[config.mk]
export PLATFORM = sky130hd
export DESIGN_NAME = pwm_updown_timer
export DESIGN_NICKNAME = d
export VERILOG_FILES = /design/src/rtl/pwm_timer_pkg.sv /design/src/rtl/updown_counter.sv /design/src/rtl/compare_unit.sv /design/src/rtl/event_flag.sv /design/src/rtl/pwm_updown_timer.sv
export SDC_FILE = /design/constraint.sdc
export NUM_CORES = 1
export LEC_CHECK = 0
export BUFFER_PORTS_ARGS = -buffer_cell sky130_fd_sc_hd__buf_2
export CORE_AREA = 2 2 87 89
export CTS_BUF_LIST = sky130_fd_sc_hd__clkbuf_8
export CTS_CLUSTER_DIAMETER = 200
export DETAILED_ROUTE_END_ITERATION = 8
export DIE_AREA = 0 0 89 91
export PLACE_DENSITY = 0.74
export SLEW_MARGIN = 20
export SYNTH_ARGS = -nofsm -noshare
export SYNTH_HDL_FRONTEND = slang
export SYNTH_SLANG_ARGS = --single-unit
[constraint.sdc]
create_clock -name clk -period 3.14 [get_ports clk]
set_input_delay 0.628 -clock clk [delete_from_list [all_inputs] [get_ports clk]]
set_output_delay 0.628 -clock clk [all_outputs]
set_load 0.01 [all_outputs]
[src/rtl/pwm_timer_pkg.sv]
package pwm_timer_pkg;
    typedef enum logic [1:0] {
        SEL_TOP   = 2'd0,
        SEL_CMP   = 2'd1,
        SEL_CTRL  = 2'd2,
        SEL_FLAGS = 2'd3
    } reg_sel_e;

    typedef struct packed {
        logic [1:0] mode;
        logic       gie;
        logic       cmp_ie;
        logic       ovf_ie;
    } ctrl_t;

    localparam int CTRL_W = $bits(ctrl_t);
    localparam int NFLAG  = 2;
    localparam int F_OVF  = 0;
    localparam int F_CMP  = 1;

    // Next pin level for the output modes that drive the pin.
    function automatic logic pin_next(input logic inv, input logic is_zero,
                                      input logic is_top, input logic hit,
                                      input logic rising, input logic cur);
        logic v;
        if (is_zero)      v = 1'b0;
        else if (is_top)  v = 1'b1;
        else if (hit)     v = !rising;
        else              return cur;
        return v ^ inv;
    endfunction
endpackage

[src/rtl/updown_counter.sv]
module updown_counter #(
    parameter int WIDTH = 16
) (
    input  logic             clk,
    input  logic             rst,
    input  logic [WIDTH-1:0] top,
    output logic [WIDTH-1:0] cnt,
    output logic             rising,
    output logic             at_top,
    output logic             bottom_turn
);
    assign at_top      = (cnt == top);
    assign bottom_turn = !rising && (cnt == '0);

    always_ff @(posedge clk) begin
        if (rst) begin
            cnt    <= '0;
            rising <= 1'b1;
        end else if (rising) begin
            if (at_top) begin
                rising <= 1'b0;
                cnt    <= cnt - 1'b1;
            end else begin
                cnt    <= cnt + 1'b1;
            end
        end else begin
            if (bottom_turn) begin
                rising <= 1'b1;
                cnt    <= cnt + 1'b1;
            end else begin
                cnt    <= cnt - 1'b1;
            end
        end
    end

    a_r1_turn_at_top: assert property (@(posedge clk) disable iff (rst)
        (rising && cnt == top) |=> (!rising && cnt == $past(top) - 1'b1));
    a_r1_turn_at_zero: assert property (@(posedge clk) disable iff (rst)
        (!rising && cnt == '0) |=> (rising && cnt == 1));
endmodule

[src/rtl/compare_unit.sv]
module compare_unit
    import pwm_timer_pkg::*;
#(
    parameter int WIDTH = 16
) (
    input  logic             clk,
    input  logic             rst,
    input  logic             shadow_we,
    input  logic [WIDTH-1:0] shadow_in,
    input  logic [WIDTH-1:0] cnt,
    input  logic [WIDTH-1:0] top,
    input  logic             at_top,
    input  logic             rising,
    input  logic [1:0]       mode,
    output logic             hit,
    output logic             pwm
);
    logic [WIDTH-1:0] shadow_q, active_q;

    assign hit = (cnt == active_q);

    always_ff @(posedge clk) begin
        if (rst) begin
            shadow_q <= '0;
            active_q <= '0;
            pwm      <= 1'b0;
        end else begin
            if (shadow_we) shadow_q <= shadow_in;
            if (at_top)    active_q <= shadow_q;
            if (mode[1])
                pwm <= pin_next(mode[0], active_q == '0, active_q == top,
                                hit, rising, pwm);
        end
    end

    a_r6_active_only_at_top: assert property (@(posedge clk) disable iff (rst)
        (cnt != top) |=> $stable(active_q));
    a_r9_zero_low: assert property (@(posedge clk) disable iff (rst)
        (mode == 2'b10 && active_q == '0) |=> !pwm);
    a_r9_top_high: assert property (@(posedge clk) disable iff (rst)
        (mode == 2'b10 && active_q == top && top != '0) |=> pwm);
    a_r10_zero_high: assert property (@(posedge clk) disable iff (rst)
        (mode == 2'b11 && active_q == '0) |=> pwm);
    a_r11_hold: assert property (@(posedge clk) disable iff (rst)
        (!mode[1]) |=> $stable(pwm));
endmodule

[src/rtl/event_flag.sv]
module event_flag (
    input  logic clk,
    input  logic rst,
    input  logic set,
    input  logic clr,
    output logic flag
);
    always_ff @(posedge clk) begin
        if (rst)      flag <= 1'b0;
        else if (set) flag <= 1'b1;
        else if (clr) flag <= 1'b0;
    end

    a_r5_set_wins: assert property (@(posedge clk) disable iff (rst)
        set |=> flag);
    a_r5_clear: assert property (@(posedge clk) disable iff (rst)
        (clr && !set) |=> !flag);
endmodule

[src/rtl/pwm_updown_timer.sv]
module pwm_updown_timer
    import pwm_timer_pkg::*;
#(
    parameter int WIDTH     = 16,
    parameter int TOP_RESET = 255
) (
    input  logic             clk,
    input  logic             rst,
    input  logic             wr_en,
    input  logic [1:0]       wr_sel,
    input  logic [WIDTH-1:0] wr_data,
    input  logic             ovf_ack,
    input  logic             cmp_ack,
    output logic [WIDTH-1:0] count_o,
    output logic             pwm_o,
    output logic             ovf_flag_o,
    output logic             cmp_flag_o,
    output logic             ovf_irq_o,
    output logic             cmp_irq_o
);
    localparam logic [WIDTH-1:0] TOP_INIT = WIDTH'(TOP_RESET);

    logic [WIDTH-1:0] top_q;
    ctrl_t            ctrl_q;
    logic             rising, at_top, bottom_turn, hit;
    logic [NFLAG-1:0] f_set, f_clr, f_q, f_ie;
    reg_sel_e         sel;

    assign sel = reg_sel_e'(wr_sel);

    always_ff @(posedge clk) begin
        if (rst) begin
            top_q  <= TOP_INIT;
            ctrl_q <= '0;
        end else if (wr_en) begin
            if (sel == SEL_TOP)  top_q  <= wr_data;
            if (sel == SEL_CTRL) ctrl_q <= ctrl_t'(wr_data[CTRL_W-1:0]);
        end
    end

    updown_counter #(.WIDTH(WIDTH)) u_cnt (
        .clk(clk), .rst(rst), .top(top_q), .cnt(count_o),
        .rising(rising), .at_top(at_top), .bottom_turn(bottom_turn)
    );

    compare_unit #(.WIDTH(WIDTH)) u_cmp (
        .clk(clk), .rst(rst),
        .shadow_we(wr_en && sel == SEL_CMP), .shadow_in(wr_data),
        .cnt(count_o), .top(top_q), .at_top(at_top), .rising(rising),
        .mode(ctrl_q.mode), .hit(hit), .pwm(pwm_o)
    );

    assign f_set[F_OVF] = bottom_turn;
    assign f_set[F_CMP] = hit;
    assign f_clr[F_OVF] = ovf_ack || (wr_en && sel == SEL_FLAGS && wr_data[F_OVF]);
    assign f_clr[F_CMP] = cmp_ack || (wr_en && sel == SEL_FLAGS && wr_data[F_CMP]);
    assign f_ie[F_OVF]  = ctrl_q.ovf_ie;
    assign f_ie[F_CMP]  = ctrl_q.cmp_ie;

    for (genvar i = 0; i < NFLAG; i++) begin : g_flag
        event_flag u_flag (
            .clk(clk), .rst(rst), .set(f_set[i]), .clr(f_clr[i]), .flag(f_q[i])
        );
    end

    assign ovf_flag_o = f_q[F_OVF];
    assign cmp_flag_o = f_q[F_CMP];
    assign ovf_irq_o  = f_q[F_OVF] && f_ie[F_OVF] && ctrl_q.gie;
    assign cmp_irq_o  = f_q[F_CMP] && f_ie[F_CMP] && ctrl_q.gie;

    a_r2_bottom_sets_flag: assert property (@(posedge clk) disable iff (rst)
        (!rising && count_o == '0) |=> ovf_flag_o);
    a_r4_irq_needs_global: assert property (@(posedge clk) disable iff (rst)
        (ovf_irq_o || cmp_irq_o) |-> ctrl_q.gie);
endmodule

* After elaboration in Yosys (flattened, before gate mapping)
Cells that the tools add are included.
** Storage, ports and cells
- Register bits after elaboration :: 73
- Bits in latches :: 0
- RAM bits :: 0
- ROM bits :: 0
- Input port bits :: 23
- Logic and storage cells :: 63
- Memories :: 0
** Operators by class
- $add $sub $neg :: 2
- Multiply operators :: 0
- Divide/modulo/power cells :: 0
- $lt $le $gt $ge :: 0
- Equal/unequal tests :: 7
- Shift-type cells :: 0
- Multiplexer cells :: 21
- Bitwise operators :: 1
- Reduce and logical (&&, ||, !) cells :: 20
** Operators by type and width (count)
- $eq 16x16->1 :: 3
- $mux 16 :: 3
- $logic_not 16->1 :: 2
- $mux 1 :: 18
- $add 16x1->16 const B :: 1
- $sub 16x1->16 const B :: 1
- $logic_and 1x1->1 :: 9
- $reduce_and 2->1 :: 3
- $eq 2x2->1 const B :: 2
- $ne 4x1->1 const B :: 1
- $reduce_bool 2->1 :: 2
- $eq 2x1->1 const B :: 1
- $logic_not 2->1 :: 1
- $logic_or 1x1->1 :: 2
- $logic_not 1->1 :: 1
- $xor 1x1->1 :: 1

* Longest topological paths before layout
Gate-level depths: netlist of the first run.
- Word-level depth :: 8
- Mapped depth :: 9
- Gate-level depth less buffers :: 7

* Hierarchy
From an unflattened synthesis of the first run, not the netlist that was laid out.
** Second synthesis, totals
- Cells, all modules :: 498
- Area total of the unflattened synthesis :: 4439.3 um^2
** By module, submodules not included
- updown_counter :: times used 1, cells each 231, area an instance 1809.2 um^2
- compare_unit :: times used 1, cells each 160, area an instance 1586.5 um^2
- pwm_updown_timer :: times used 1, cells each 99, area an instance 965.9 um^2
- event_flag :: times used 2, cells each 4, area an instance 38.8 um^2

* Worst setup path after synthesis of the first run
No wires, ideal clock.
- Path type :: register to register
- Start :: register u_cnt.cnt[8]
- End :: register u_cnt.cnt[7]
- Library setup time :: 0.121 ns
- Arrival :: 2.226 ns
- Data required time :: 3.019 ns
- Slack :: 0.793 ns
- Stages on the path, launching flop included :: 9
- Buffers on the path :: 2
- Cell sequence :: dfxtp_1 buf_6 or4_4 or3_4 nor2_8 a21oi_4 buf_6 a31oi_1 mux2_2
** On the way
- Word-level cells in the longest chain between the ends :: 4
** RTL lines
- start: declaration :: RTL line updown_counter.sv:7 : output logic [WIDTH-1:0] cnt,
- start signal: assignment :: RTL line updown_counter.sv:22 : cnt <= cnt - 1'b1;
- start signal: assignment :: RTL line updown_counter.sv:24 : cnt <= cnt + 1'b1;
- start signal: assignment :: RTL line updown_counter.sv:29 : cnt <= cnt + 1'b1;
- $logic_not 16->1 :: RTL line updown_counter.sv:13 : assign bottom_turn = !rising && (cnt == '0);
- $logic_and 1x1->1 :: RTL line updown_counter.sv:13
- $mux 16 :: RTL line updown_counter.sv:27 : if (bottom_turn) begin
- $mux 16 * :: RTL line updown_counter.sv:19 : end else if (rising) begin
Mark *: on every way between the ends. The rest lies on a longest branch, timed or not.
A chain may end at the register's enable or synchronous reset.

* Final worst setup path of the first run
- Start :: register u_cnt.cnt[11]
- End :: register u_cnt.cnt[13]
** On the way
- Word-level cells in the longest chain between the ends :: 4
** RTL lines (RTL line)
- branches (longest 3 deep; another with $sub 16x1->16)
- $mux 16 * :: updown_counter.sv:19
Mark *: on every way between the ends.

==> tab_implementation.tex, run 1 <==
\begin{tabular}{lr}
\hline
Metric & Value \\
\hline
\multicolumn{2}{l}{\textbf{Run status}} \\
Status & complete, no violations \\
\multicolumn{2}{l}{\textbf{Power and ir drop}} \\
Power density normalized to cell area & 434 nW/um2 \\
Leakage component of the power & 0.00208 uW \\
Max rail drop VDD & 0.244 mV \\
Overall power consumption & 1860 uW \\
\multicolumn{2}{l}{\textbf{Drt}} \\
Via Count & 3309 \\
Number of design-rule violations left by the first detailed-router iteration & 249 \\
First-pass detailed-route iteration total & 5 \\
Post-route antenna net violation count & 0 \\
Detailed-route wire length & 9160 um \\
Routed WL per cell & 15.6 um \\
Via count normalized by instance count & 5.63 \\
\# DRC & 0 \\
\multicolumn{2}{l}{\textbf{Synthesis}} \\
Synth Instances & 457 \\
Per-instance average area after synthesis & 8.40 um2 \\
Library cell with the highest instance count after synthesis & sky130\_fd\_sc\_hd\_\_dfxtp\_1 \\
Number of nets produced by synthesis & 483 \\
Dominant register cell in the synthesized netlist & sky130\_fd\_sc\_hd\_\_dfxtp\_1 \\
Area fraction of the dominant cell type after synthesis & 38.1\% \\
Register bit count reported by yosys & 73 \\
Synth top cells by count & sky130\_fd\_sc\_hd\_\_dfxtp\_1 (73), sky130\_fd\_sc\_hd\_\_nand2\_1 (71), sky130\_fd\_sc\_hd\_\_xor2\_1 (49) \\
Sequential cell area fraction in the yosys report & 38.1\% \\
Top area cells in the synthesized netlist & sky130\_fd\_sc\_hd\_\_dfxtp\_1 (38\%), sky130\_fd\_sc\_hd\_\_xor2\_1 (11\%), sky130\_fd\_sc\_hd\_\_mux2i\_1 (7.3\%) \\
Dominant cell type by area after synthesis & sky130\_fd\_sc\_hd\_\_dfxtp\_1 \\
Synthesized cell area & 3840 um2 \\
Count of yosys warnings during synthesis & 0 \\
Share of flip-flops with an asynchronous set or reset & 0\% \\
Number of enable-type register cells in the synthesized netlist & 0 \\
Netlist cell types & 50 \\
\multicolumn{2}{l}{\textbf{Setup path}} \\
Data required time at the worst endpoint & 3.37 ns \\
Critical path launch point type & flop \\
Worst path arrival time & 2.86 ns \\
Kind of critical path & reg2reg \\
RR Endpoint & u\_cnt.cnt[13] \\
Worst reg2reg startpoint & u\_cnt.cnt[11] \\
Flop2flop setup slack & 0.52 ns \\
Endpoint kind of the worst setup timing path & flop \\
Maximum fanout along the worst path & 13 \\
Number of cell instances on the worst register-to-register path & 6 \\
\multicolumn{2}{l}{\textbf{Floorplanning}} \\
Die X & 89 um \\
Die Footprint & 8100 um2 \\
Core Region & 7140 um2 \\
Io pins & 44 \\
Starting density of the core & 53.8\% \\
FP Rows & 31 \\
Die Ht & 91 um \\
\multicolumn{2}{l}{\textbf{Finish}} \\
Fraction of final layout cells with drive strength greater than 1 & 16.8\% \\
Filler cell count in the final layout & 678 \\
Area overhead of the layout relative to synthesis & 11.5\% \\
Count of inserted antenna diode cells & 0 \\
NumNets Final & 510 \\
\multicolumn{2}{l}{\textbf{Worst hold path}} \\
Worst hold path class & reg2reg \\
Launch point of the worst hold path & u\_cmp.shadow\_q[13] \\
Worst Hold Path EP & u\_cmp.shadow\_q[13] \\
Cell depth of the worst hold path & 2 \\
\multicolumn{2}{l}{\textbf{Timing}} \\
Slew at the pin with the worst max-slew slack & 0.632 ns \\
Setup repair after global routing missed its margin & false \\
Period utilization & 83.5\% \\
Max-slew headroom & 57.8\% \\
Final Hold Viols & 0 \\
Minimum clock period & 2.62 ns \\
Endpoints failing setup & 0 \\
Clock skew after layout & 0.00513 ns \\
Final-layout setup total negative slack & 0 ns \\
F\_max & 381 MHz \\
Final slew viol count & 0 \\
\multicolumn{2}{l}{\textbf{Run}} \\
Max-cap violations & 0 \\
\multicolumn{2}{l}{\textbf{GRT}} \\
Largest net degree at the start of global routing & 31 \\
Global-route wire length before repair & 15100 um \\
Tot GR Track Use & 23.5\% \\
Antenna violations before repair & 0 \\
Number of global-route vias before repair & 3099 \\
Overflow left after global routing & 0 \\
\multicolumn{2}{l}{\textbf{Clock network}} \\
TritonCTS clock tree & built \\
Total number of clock tree sinks & 73 \\
Reg clk slew, reported paths & 0.08 ns \\
Bufs on Longest Clock Path & 2 \\
Clock tree root buffer cell & sky130\_fd\_sc\_hd\_\_clkbuf\_8 \\
Setup fix buffers added after clock tree synthesis & 0 \\
Clk Latency, worst-skew pair & 0.34 ns \\
H-Tree Depth & 3 \\
Post-CTS resize count & 0 \\
Post-cts hold buffer count & 0 \\
CTS buffer count & 9 \\
\multicolumn{2}{l}{\textbf{Place}} \\
Post-detailed-placement half-perimeter wirelength & 6760 um \\
Gp weighted congestion & 0.952 \\
Port-buffer cells & 43 \\
\hline
\end{tabular}
per-stage QoR:
stage          setup slack [ns]  hold WS [ns]  util (%)  std cells  area, um2
3_3_place_gp              0.679         0.444      57.2        572       4080
6_report                  0.517         0.456      60.0        588       4280
2_1_floorplan             0.793         0.436         -        457       3840
3_5_place_dp              0.543         0.448      57.2        572       4080
5_1_grt                   0.335         0.472      60.0        588       4280
4_1_cts                   0.540         0.459      60.0        588       4280
how the worst max path moves through the flow:
stage | startpoint | endpoint | slack (ns) | cells past startpoint
after floorplan | u_cnt.cnt[8] | u_cnt.cnt[7] | 0.79 | 8
after global placement | u_cnt.cnt[4] | u_cnt.cnt[13] | 0.68 | 6
after detailed placement | u_cnt.cnt[11] | u_cnt.cnt[13] | 0.54 | 6
after CTS | u_cnt.cnt[11] | u_cnt.cnt[13] | 0.54 | 6
after global routing | u_cnt.cnt[11] | u_cnt.cnt[13] | 0.34 | 6
final | u_cnt.cnt[11] | u_cnt.cnt[13] | 0.52 | 6
flip-flops by register name (all words and copies together), names as in the netlist:
signal / cells
u_cnt.cnt: 16
top_q: 16
u_cmp.active_q: 16
u_cmp.pwm: 1
u_cmp.shadow_q: 16
u_cnt.rising: 1
g_flag.u_flag.flag: 2
ctrl_q: 5
layer usage:
layer	vias up	wire length (um)	GRT usage [%]
met5	-	0	0
met3	18	587	5.18
li1	1613	-	-
met4	0	156	8.08
met2	120	4280	35.8
met1	1558	4140	32.8
critical path, cell delays in order, from the launching register on:
cell	delay, ns
sky130_fd_sc_hd__dfxtp_1	0.56
sky130_fd_sc_hd__xor2_1	0.12
sky130_fd_sc_hd__nor4_1	0.35
sky130_fd_sc_hd__nand4_2	0.33
sky130_fd_sc_hd__a21oi_4	0.52
sky130_fd_sc_hd__mux2i_1	0.28
sky130_fd_sc_hd__mux2_2	0.35
layout by cell type (no fill, tap or decap), types with 2 or more instances in the layout:
cell and instances:
sky130_fd_sc_hd__a31oi_1 3, sky130_fd_sc_hd__ha_1 3, sky130_fd_sc_hd__and3_1 6, sky130_fd_sc_hd__nand3_1 17
sky130_fd_sc_hd__nand4_1 9, sky130_fd_sc_hd__clkinvlp_4 2, sky130_fd_sc_hd__clkbuf_8 10, sky130_fd_sc_hd__o21ai_0 3
sky130_fd_sc_hd__buf_4 8, sky130_fd_sc_hd__nand3b_1 3, sky130_fd_sc_hd__dfxtp_1 73, sky130_fd_sc_hd__or4b_1 2
sky130_fd_sc_hd__inv_1 8, sky130_fd_sc_hd__mux2i_1 28, sky130_fd_sc_hd__a211oi_1 2, sky130_fd_sc_hd__mux2_1 4
sky130_fd_sc_hd__a21oi_1 25, sky130_fd_sc_hd__nor3b_1 3, sky130_fd_sc_hd__buf_2 43, sky130_fd_sc_hd__nor4_1 20
sky130_fd_sc_hd__mux2_2 7, sky130_fd_sc_hd__nor2_1 44, sky130_fd_sc_hd__clkinv_2 2, sky130_fd_sc_hd__and4_1 3
sky130_fd_sc_hd__xor2_1 49, sky130_fd_sc_hd__nor3_1 6, sky130_fd_sc_hd__nor2b_1 12, sky130_fd_sc_hd__nand2_1 71
power breakdown:
group	switching, uW	total [uW]	internal (uW)
sequential	22.6	970	948
clock	342	725	383
combinational	99.6	163	63.6
total	464	1860	1390
layout make-up:
| class | count | area [um2] | share of cell area [%] |
|---|---|---|---|
| Sequential cell | 73 | 1460 | 34.1 |
| Inverter | 8 | 30.0 | 0.702 |
| Clock inverter | 6 | 58.8 | 1.37 |
| Clock buffer | 10 | 138 | 3.22 |
| Tap cell | 99 | 124 | 2.89 |
| Multi-Input combinational cell | 341 | 2190 | 51.2 |
| Timing Repair Buffer | 51 | 275 | 6.43 |
cells by family (layout without fill, tap and decap cells):
logic type	after synthesis	in the layout	share of synthesized area, %
XOR/XNOR	50	50	11.4
multiplexers	40	40	10.9
AO/OA/AOI/OAI	42	42	6.95
buffers and inverters	43	75	4.76
flip-flops	73	73	38.1
AND/OR/NAND/NOR	206	206	26.9
adder cells (fa/ha/maj)	3	3	0.978
No activity file was read; power rests on OpenSTA's default activity.
==> inputs of run 2 (changes only) <==
Settings changed: PLACE_DENSITY 0.74 to 0.77.
Clock period 3.14 ns to 2.4 ns, I/O delays scaled along.
==> run 2 against run 1 <==
Die area did not move; maximum frequency increased by 14%; non-clock buffer count increased by 24; cell count increased by 3.9%; clock power increased by 75%; worst hold slack lost 0.088 ns; setup slack worse by 0.42 ns; routed wire length is 7.6% higher; global-route usage grew 2.0 points; total power rose by 49%; via count is 3.8% higher; first-iteration DRC count shrank 20%; critical path type unchanged; critical endpoint is now u_cnt.cnt[7].
==> tab_implementation.tex, run 2 (synthesis gave the netlist of run 1 again) <==
\begin{tabular}{lr}
\hline
Metric & Value \\
\hline
\multicolumn{2}{l}{\textbf{Setup path}} \\
Crit path max-delay cell type & sky130\_fd\_sc\_hd\_\_or4\_4 \\
Logic depth of the worst path, buffers included & 7 \\
Chain of cells forming the critical path & or4\_4 > or3\_4 > nor2\_8 > a21oi\_4 > buf\_12 > a31oi\_2 > mux2\_2 \\
Total buffers and inverters traversed by the critical path & 1 \\
Kind of critical path & reg2reg \\
Worst reg2reg startpoint & u\_cnt.cnt[9] \\
Critical path launch point type & flop \\
Capture point of the critical path & u\_cnt.cnt[7] \\
RR Endpoint & u\_cnt.cnt[7] \\
Start point of the critical path & u\_cnt.cnt[9] \\
Endpoint kind of the worst setup timing path & flop \\
Number of cell instances on the worst register-to-register path & 7 \\
Worst path arrival time & 2.54 ns \\
Flop2flop setup slack & 0.1 ns \\
Data required time at the worst endpoint & 2.64 ns \\
Maximum fanout along the worst path & 11 \\
Critical path's top delay family & simple AND/OR/NAND/NOR gates \\
Largest stage delay on the critical path & 0.54 ns \\
\multicolumn{2}{l}{\textbf{GRT}} \\
Overflow left after global routing & 0 \\
Antenna violations before repair & 0 \\
Global-route wire length before repair & 16200 um \\
Tot GR Track Use & 25.6\% \\
Number of global-route vias before repair & 3362 \\
Largest net degree at the start of global routing & 32 \\
\multicolumn{2}{l}{\textbf{Clock network}} \\
Total number of clock tree sinks & 73 \\
Reg clk slew, reported paths & 0.08 ns \\
Post-cts hold buffer count & 0 \\
Clk Latency, worst-skew pair & 0.35 ns \\
Bufs on Longest Clock Path & 2 \\
Clock tree root buffer cell & sky130\_fd\_sc\_hd\_\_clkbuf\_8 \\
TritonCTS clock tree & built \\
H-Tree Depth & 3 \\
CTS buffer count & 9 \\
\multicolumn{2}{l}{\textbf{Drt}} \\
Detailed-route wire length & 9860 um \\
Via count normalized by instance count & 5.62 \\
Post-route antenna net violation count & 0 \\
Via Count & 3434 \\
Routed WL per cell & 16.1 um \\
First-pass detailed-route iteration total & 4 \\
\# DRC & 0 \\
Number of design-rule violations left by the first detailed-router iteration & 198 \\
\multicolumn{2}{l}{\textbf{Power and ir drop}} \\
Max rail drop VDD & 0.579 mV \\
Internal power & 2130 uW \\
Power share of the sequential group & 45.7\% \\
Comb pwr share & 8.4\% \\
P\_sw & 644 uW \\
Power density normalized to cell area & 609 nW/um2 \\
Switching fraction of total power & 23.2\% \\
Leakage component of the power & 0.00224 uW \\
Clock group share of total power & 45.9\% \\
\multicolumn{2}{l}{\textbf{Floorplanning}} \\
Io pins & 44 \\
Die Ht & 91 um \\
Starting density of the core & 53.8\% \\
FP Rows & 31 \\
Core Region & 7140 um2 \\
Die X & 89 um \\
Die Footprint & 8100 um2 \\
\multicolumn{2}{l}{\textbf{Timing}} \\
F\_max & 435 MHz \\
Minimum hold slack & 0.368 ns \\
Period utilization & 95.9\% \\
Clock skew after layout & 0.00983 ns \\
Max-slew headroom & 54.9\% \\
Minimum clock period & 2.30 ns \\
Slew at the pin with the worst max-slew slack & 0.674 ns \\
Setup WS post-layout & 0.0987 ns \\
Final Hold Viols & 0 \\
Endpoints failing setup & 0 \\
Final-layout setup total negative slack & 0 ns \\
Final slew viol count & 0 \\
Setup repair after global routing missed its margin & false \\
\multicolumn{2}{l}{\textbf{Place}} \\
Post-detailed-placement half-perimeter wirelength & 7440 um \\
Post-placement setup slack & 0.0874 ns \\
Gp weighted congestion & 0.984 \\
Port-buffer cells & 43 \\
\multicolumn{2}{l}{\textbf{Finish}} \\
Fraction of final layout cells with drive strength greater than 1 & 21.1\% \\
Count of inserted antenna diode cells & 0 \\
NumNets Final & 534 \\
Most frequent cells in the layout & sky130\_fd\_sc\_hd\_\_dfxtp\_1 (73), sky130\_fd\_sc\_hd\_\_nand2\_1 (71), sky130\_fd\_sc\_hd\_\_xor2\_1 (49) \\
Most frequent standard cell in the layout excluding fill and tap cells & sky130\_fd\_sc\_hd\_\_dfxtp\_1 \\
Area overhead of the layout relative to synthesis & 18.6\% \\
\multicolumn{2}{l}{\textbf{Worst hold path}} \\
Worst hold path class & in2reg \\
\multicolumn{2}{l}{\textbf{Run}} \\
Max-cap violations & 0 \\
\multicolumn{2}{l}{\textbf{Run status}} \\
Status & complete, no violations \\
\hline
\end{tabular}
==> run 2: layout make-up <==
| cell class | instances | area (um2) |
|---|---|---|
| Tap cell | 99 | 124 |
| Clock buffer | 9 | 124 |
| Clock inverter | 6 | 138 |
| Inverter | 8 | 30.0 |
| Timing Repair Buffer | 75 | 468 |
| Multi-Input combinational cell | 341 | 2210 |
| Sequential cell | 73 | 1460 |
| Fill cell | 620 | 2590 |
==> run 2: what timing repair did <==
action                                 4_1_cts  5_1_grt
endpoints found under the hold margin        0        0
buffers inserted                             0        0
gates resized for setup                      0        2
setup endpoints to repair                    0        4
==> run 2: worst register-to-register path: stages (launching register included) <==
cell                      delay [ns]
sky130_fd_sc_hd__dfxtp_1        0.36
sky130_fd_sc_hd__or4_4          0.54
sky130_fd_sc_hd__or3_4          0.43
sky130_fd_sc_hd__nor2_8         0.14
sky130_fd_sc_hd__a21oi_4        0.06
sky130_fd_sc_hd__buf_12         0.15
sky130_fd_sc_hd__a31oi_2        0.17
sky130_fd_sc_hd__mux2_2         0.35
==> run 2: through the flow <==
| stage | util [%] | std cells | power [uW] | area, um2 |
|---|---|---|---|---|
| after floorplan | - | 457 | 1440 | 3840 |
| after global placement | 59.9 | 596 | 1520 | 4280 |
| after detailed placement | 59.9 | 596 | 1520 | 4280 |
| after CTS | 63.6 | 611 | 2790 | 4540 |
| after global routing | 63.8 | 611 | 2870 | 4550 |
| final | 63.8 | 611 | 2770 | 4550 |
==> run 2: worst min-delay path by stage <==
stage          slack [ns]                 end              start  cells past startpoint
2_1_floorplan        0.44   u_cmp.shadow_q[0]  u_cmp.shadow_q[0]                      2
3_3_place_gp         0.44   u_cmp.shadow_q[8]  u_cmp.shadow_q[8]                      2
3_5_place_dp         0.45   u_cmp.shadow_q[5]  u_cmp.shadow_q[5]                      2
4_1_cts              0.36  u_cmp.shadow_q[14]        wr_data[14]                      3
5_1_grt              0.37   u_cmp.shadow_q[9]         wr_data[9]                      3
6_report             0.37           top_q[15]        wr_data[15]                      3
==> run 2: power by group through the flow <==
stage / logic [uW] / clock network (uW) / registers, uW
after global routing: 259 / 1340 / 1270
final: 233 / 1270 / 1270
after detailed placement: 228 / 0 / 1290
after floorplan: 146 / 0 / 1290
after global placement: 224 / 0 / 1290
after CTS: 231 / 1290 / 1270
==> run 2: per-layer routing <==
metal | GRT usage (%) | routed length (um) | up-vias | share of wire, %
li1 | - | - | 1663 | -
met1 | 33.2 | 4290 | 1654 | 44
met2 | 40.5 | 4760 | 101 | 48
met3 | 5.82 | 600 | 16 | 6.1
met4 | 10.6 | 212 | 0 | 2.1
met5 | 0 | 0 | - | 0
==> inputs of run 3 (changes only) <==
Settings changed: CORE_AREA 2 2 87 89 to 2 2 93 95, CTS_CLUSTER_SIZE from default to 30, DIE_AREA 0 0 89 91 to 0 0 95 97, SYNTH_HIERARCHICAL from default to 1.
==> run 3 against run 2 <==
Sequential share of layout area decreased by 3.1 points; via count increased by 12%; cell count increased by 6.5%; clock-buffer cell count unchanged; non-clock buffer count decreased by 5; first-iteration DRC count increased by 19%; critical path type unchanged; largest cell class unchanged; largest power group unchanged; highest routed layer unchanged.
==> tab_implementation.tex, run 3 <==
\begin{tabular}{lr}
\hline
Metric & Value \\
\hline
\multicolumn{2}{l}{\textbf{Synthesis}} \\
Synthesized cell area & 4440 um2 \\
Synth top cells by count & sky130\_fd\_sc\_hd\_\_dfxtp\_1 (73), sky130\_fd\_sc\_hd\_\_nor2\_1 (68), sky130\_fd\_sc\_hd\_\_mux2i\_1 (63) \\
Synth Instances & 498 \\
Share of flip-flops with an asynchronous set or reset & 0\% \\
Sequential cell area fraction in the yosys report & 32.9\% \\
Area fraction of the dominant cell type after synthesis & 32.9\% \\
Dominant register cell in the synthesized netlist & sky130\_fd\_sc\_hd\_\_dfxtp\_1 \\
Number of enable-type register cells in the synthesized netlist & 0 \\
Number of nets produced by synthesis & 524 \\
Per-instance average area after synthesis & 8.91 um2 \\
Netlist cell types & 57 \\
Register bit count reported by yosys & 73 \\
Dominant cell type by area after synthesis & sky130\_fd\_sc\_hd\_\_dfxtp\_1 \\
Count of yosys warnings during synthesis & 6 \\
Top area cells in the synthesized netlist & sky130\_fd\_sc\_hd\_\_dfxtp\_1 (33\%), sky130\_fd\_sc\_hd\_\_mux2i\_1 (14\%), sky130\_fd\_sc\_hd\_\_xor2\_1 (6.7\%) \\
Library cell with the highest instance count after synthesis & sky130\_fd\_sc\_hd\_\_dfxtp\_1 \\
\multicolumn{2}{l}{\textbf{GRT}} \\
Number of global-route vias before repair & 3713 \\
Most Used Layer, Global Route & met2 \\
Overflow left after global routing & 0 \\
Tot GR Track Use & 25.4\% \\
GR Util met1 & 32.7\% \\
Largest net degree at the start of global routing & 71 \\
Met2 Resource Use GR & 41.7\% \\
GR Layer Usage met3 & 5.30\% \\
Global-route wire length before repair & 18400 um \\
Antenna violations before repair & 0 \\
\multicolumn{2}{l}{\textbf{Floorplanning}} \\
FP Rows & 33 \\
Die Footprint & 9220 um2 \\
Starting density of the core & 54.6\% \\
Core Region & 8130 um2 \\
Die X & 95 um \\
Io pins & 44 \\
Die Ht & 97 um \\
\multicolumn{2}{l}{\textbf{Timing}} \\
Final slew viol count & 0 \\
Final-layout setup total negative slack & 0 ns \\
F\_max & 428 MHz \\
Clock skew after layout & 0.00989 ns \\
Period utilization & 97.3\% \\
Endpoints failing setup & 0 \\
Setup repair after global routing missed its margin & false \\
Minimum clock period & 2.33 ns \\
Slew at the pin with the worst max-slew slack & 0.666 ns \\
Final Hold Viols & 0 \\
Max-slew headroom & 55.6\% \\
\multicolumn{2}{l}{\textbf{Clock network}} \\
CTS buffer count & 9 \\
Reg clk slew, reported paths & 0.08 ns \\
Setup fix buffers added after clock tree synthesis & 0 \\
Total number of clock tree sinks & 73 \\
Clk Latency, worst-skew pair & 0.34 ns \\
Bufs on Longest Clock Path & 2 \\
Post-cts hold buffer count & 0 \\
Clock tree root buffer cell & sky130\_fd\_sc\_hd\_\_clkbuf\_8 \\
Post-CTS resize count & 0 \\
TritonCTS clock tree & built \\
H-Tree Depth & 3 \\
\multicolumn{2}{l}{\textbf{Run status}} \\
Status & complete, no violations \\
\multicolumn{2}{l}{\textbf{Finish}} \\
Most frequent standard cell in the layout excluding fill and tap cells & sky130\_fd\_sc\_hd\_\_dfxtp\_1 \\
NumNets Final & 567 \\
Final core utilization & 61.9\% \\
Filler cell count in the final layout & 686 \\
Fraction of final layout cells with drive strength greater than 1 & 21.2\% \\
Area overhead of the layout relative to synthesis & 13.3\% \\
Count of inserted antenna diode cells & 0 \\
Most frequent cells in the layout & sky130\_fd\_sc\_hd\_\_dfxtp\_1 (73), sky130\_fd\_sc\_hd\_\_nor2\_1 (67), sky130\_fd\_sc\_hd\_\_mux2i\_1 (63) \\
Finished Cell Area & 5030 um2 \\
\multicolumn{2}{l}{\textbf{Drt}} \\
Post-route antenna net violation count & 0 \\
Number of design-rule violations left by the first detailed-router iteration & 235 \\
\# DRC & 0 \\
Detailed-route wire length & 11400 um \\
Via count normalized by instance count & 5.90 \\
Routed WL per cell & 17.5 um \\
Via Count & 3844 \\
First-pass detailed-route iteration total & 5 \\
\multicolumn{2}{l}{\textbf{Setup path}} \\
Maximum fanout along the worst path & 11 \\
Data required time at the worst endpoint & 2.63 ns \\
Kind of critical path & reg2reg \\
Total buffers and inverters traversed by the critical path & 0 \\
Crit path max-delay cell type & sky130\_fd\_sc\_hd\_\_or4\_4 \\
Endpoint kind of the worst setup timing path & flop \\
Critical path launch point type & flop \\
Chain of cells forming the critical path & xnor2\_1 > nand4\_1 > or4\_4 > mux2\_1 > a2111oi\_2 \\
Largest stage delay on the critical path & 0.68 ns \\
Worst path arrival time & 2.57 ns \\
Critical path's top delay family & simple AND/OR/NAND/NOR gates \\
\multicolumn{2}{l}{\textbf{Power and ir drop}} \\
Clock group share of total power & 40.8\% \\
Comb pwr share & 11.2\% \\
Switching fraction of total power & 25.7\% \\
Overall power consumption & 2640 uW \\
P\_sw & 679 uW \\
Power share of the sequential group & 48.0\% \\
Internal power & 1960 uW \\
Power density normalized to cell area & 524 nW/um2 \\
Leakage component of the power & 0.00225 uW \\
Max rail drop VDD & 0.289 mV \\
\multicolumn{2}{l}{\textbf{Run}} \\
Max-cap violations & 0 \\
\multicolumn{2}{l}{\textbf{Worst hold path}} \\
Worst hold path class & in2reg \\
\multicolumn{2}{l}{\textbf{Place}} \\
Gp weighted congestion & 0.946 \\
Port-buffer cells & 43 \\
DP Area & 4810 um2 \\
Post-detailed-placement half-perimeter wirelength & 8220 um \\
\hline
\end{tabular}
## run 3: changes by cell type in the layout (fill, tap and decap cells not counted), moves of 7 or more
cell	before	now
sky130_fd_sc_hd__nor4_2	1	8
sky130_fd_sc_hd__a21oi_1	25	4
sky130_fd_sc_hd__nand3_1	17	10
sky130_fd_sc_hd__mux2i_1	28	63
sky130_fd_sc_hd__xor2_1	49	34
sky130_fd_sc_hd__nand2b_1	1	33
sky130_fd_sc_hd__nor2_1	44	67
sky130_fd_sc_hd__xnor2_1	1	18
sky130_fd_sc_hd__nand2_1	71	14
sky130_fd_sc_hd__nor3_1	6	14
## run 3: power by group through the flow
stage | Clock, uW | Combinational, uW | Sequential (uW)
after detailed placement | 0 | 292 | 1290
after global routing | 1140 | 324 | 1270
after floorplan | 0 | 204 | 1290
final | 1070 | 296 | 1270
after global placement | 0 | 286 | 1290
after CTS | 1090 | 294 | 1270
## run 3: logic make-up (layout without fill, tap and decap cells)
group	after synthesis	count (layout)	share of synthesized area [%]
AO/OA/AOI/OAI	32	32	6.26
multiplexers	71	71	16.4
flip-flops	73	73	32.9
adder cells (fa/ha/maj)	3	3	0.846
AND/OR/NAND/NOR	217	217	27.4
XOR/XNOR	53	53	10.6
buffers and inverters	49	97	5.55
## run 3: layout make-up
class | instances | area (um2) | area share (%)
multi-input combinational | 376 | 2740 | 54.4
sequential | 73 | 1460 | 29.0
timing repair buffer | 70 | 443 | 8.80
tap | 105 | 131 | 2.61
clock buffer | 9 | 124 | 2.46
clock inverter | 7 | 95.1 | 1.89
inverter | 11 | 41.3 | 0.821
## run 3: worst reg2reg max path: stages (launching register included)
cell and delay [ns]:
sky130_fd_sc_hd__dfxtp_1 0.50, sky130_fd_sc_hd__xnor2_1 0.16, sky130_fd_sc_hd__nand4_1 0.17, sky130_fd_sc_hd__or4_4 0.68, sky130_fd_sc_hd__mux2_1 0.38, sky130_fd_sc_hd__a2111oi_2 0.34
## run 3: path summary, 6_finish.rpt
kind | from | endpoint | slack (ns) | cells after the start
worst max-delay path | u_cnt/cnt[4] | u_cnt/cnt[6] | 0.07 | 5
worst min-delay path | wr_data[5] | u_cmp/shadow_q[5] | 0.40 | 3
worst max register to register | u_cnt/cnt[4] | u_cnt/cnt[6] | 0.07 | 5
worst min register to register | ctrl_q[0] | ctrl_q[0] | 0.49 | 2
## run 3: routing by layer
metal | share of wire [%] | vias up
met5 | 0 | -
li1 | - | 1829
met2 | 49 | 164
met4 | 2.0 | 0
met1 | 42 | 1831
met3 | 7.1 | 20
## run 3: stage by stage
stage | hold WS (ns) | cells | setup WS, ns
2_1_floorplan | 0.444 | 498 | 0.00742
3_3_place_gp | 0.457 | 635 | 0.126
3_5_place_dp | 0.484 | 635 | 0.0657
4_1_cts | 0.385 | 651 | 0.0492
5_1_grt | 0.397 | 651 | 0.00495
6_report | 0.397 | 651 | 0.0651
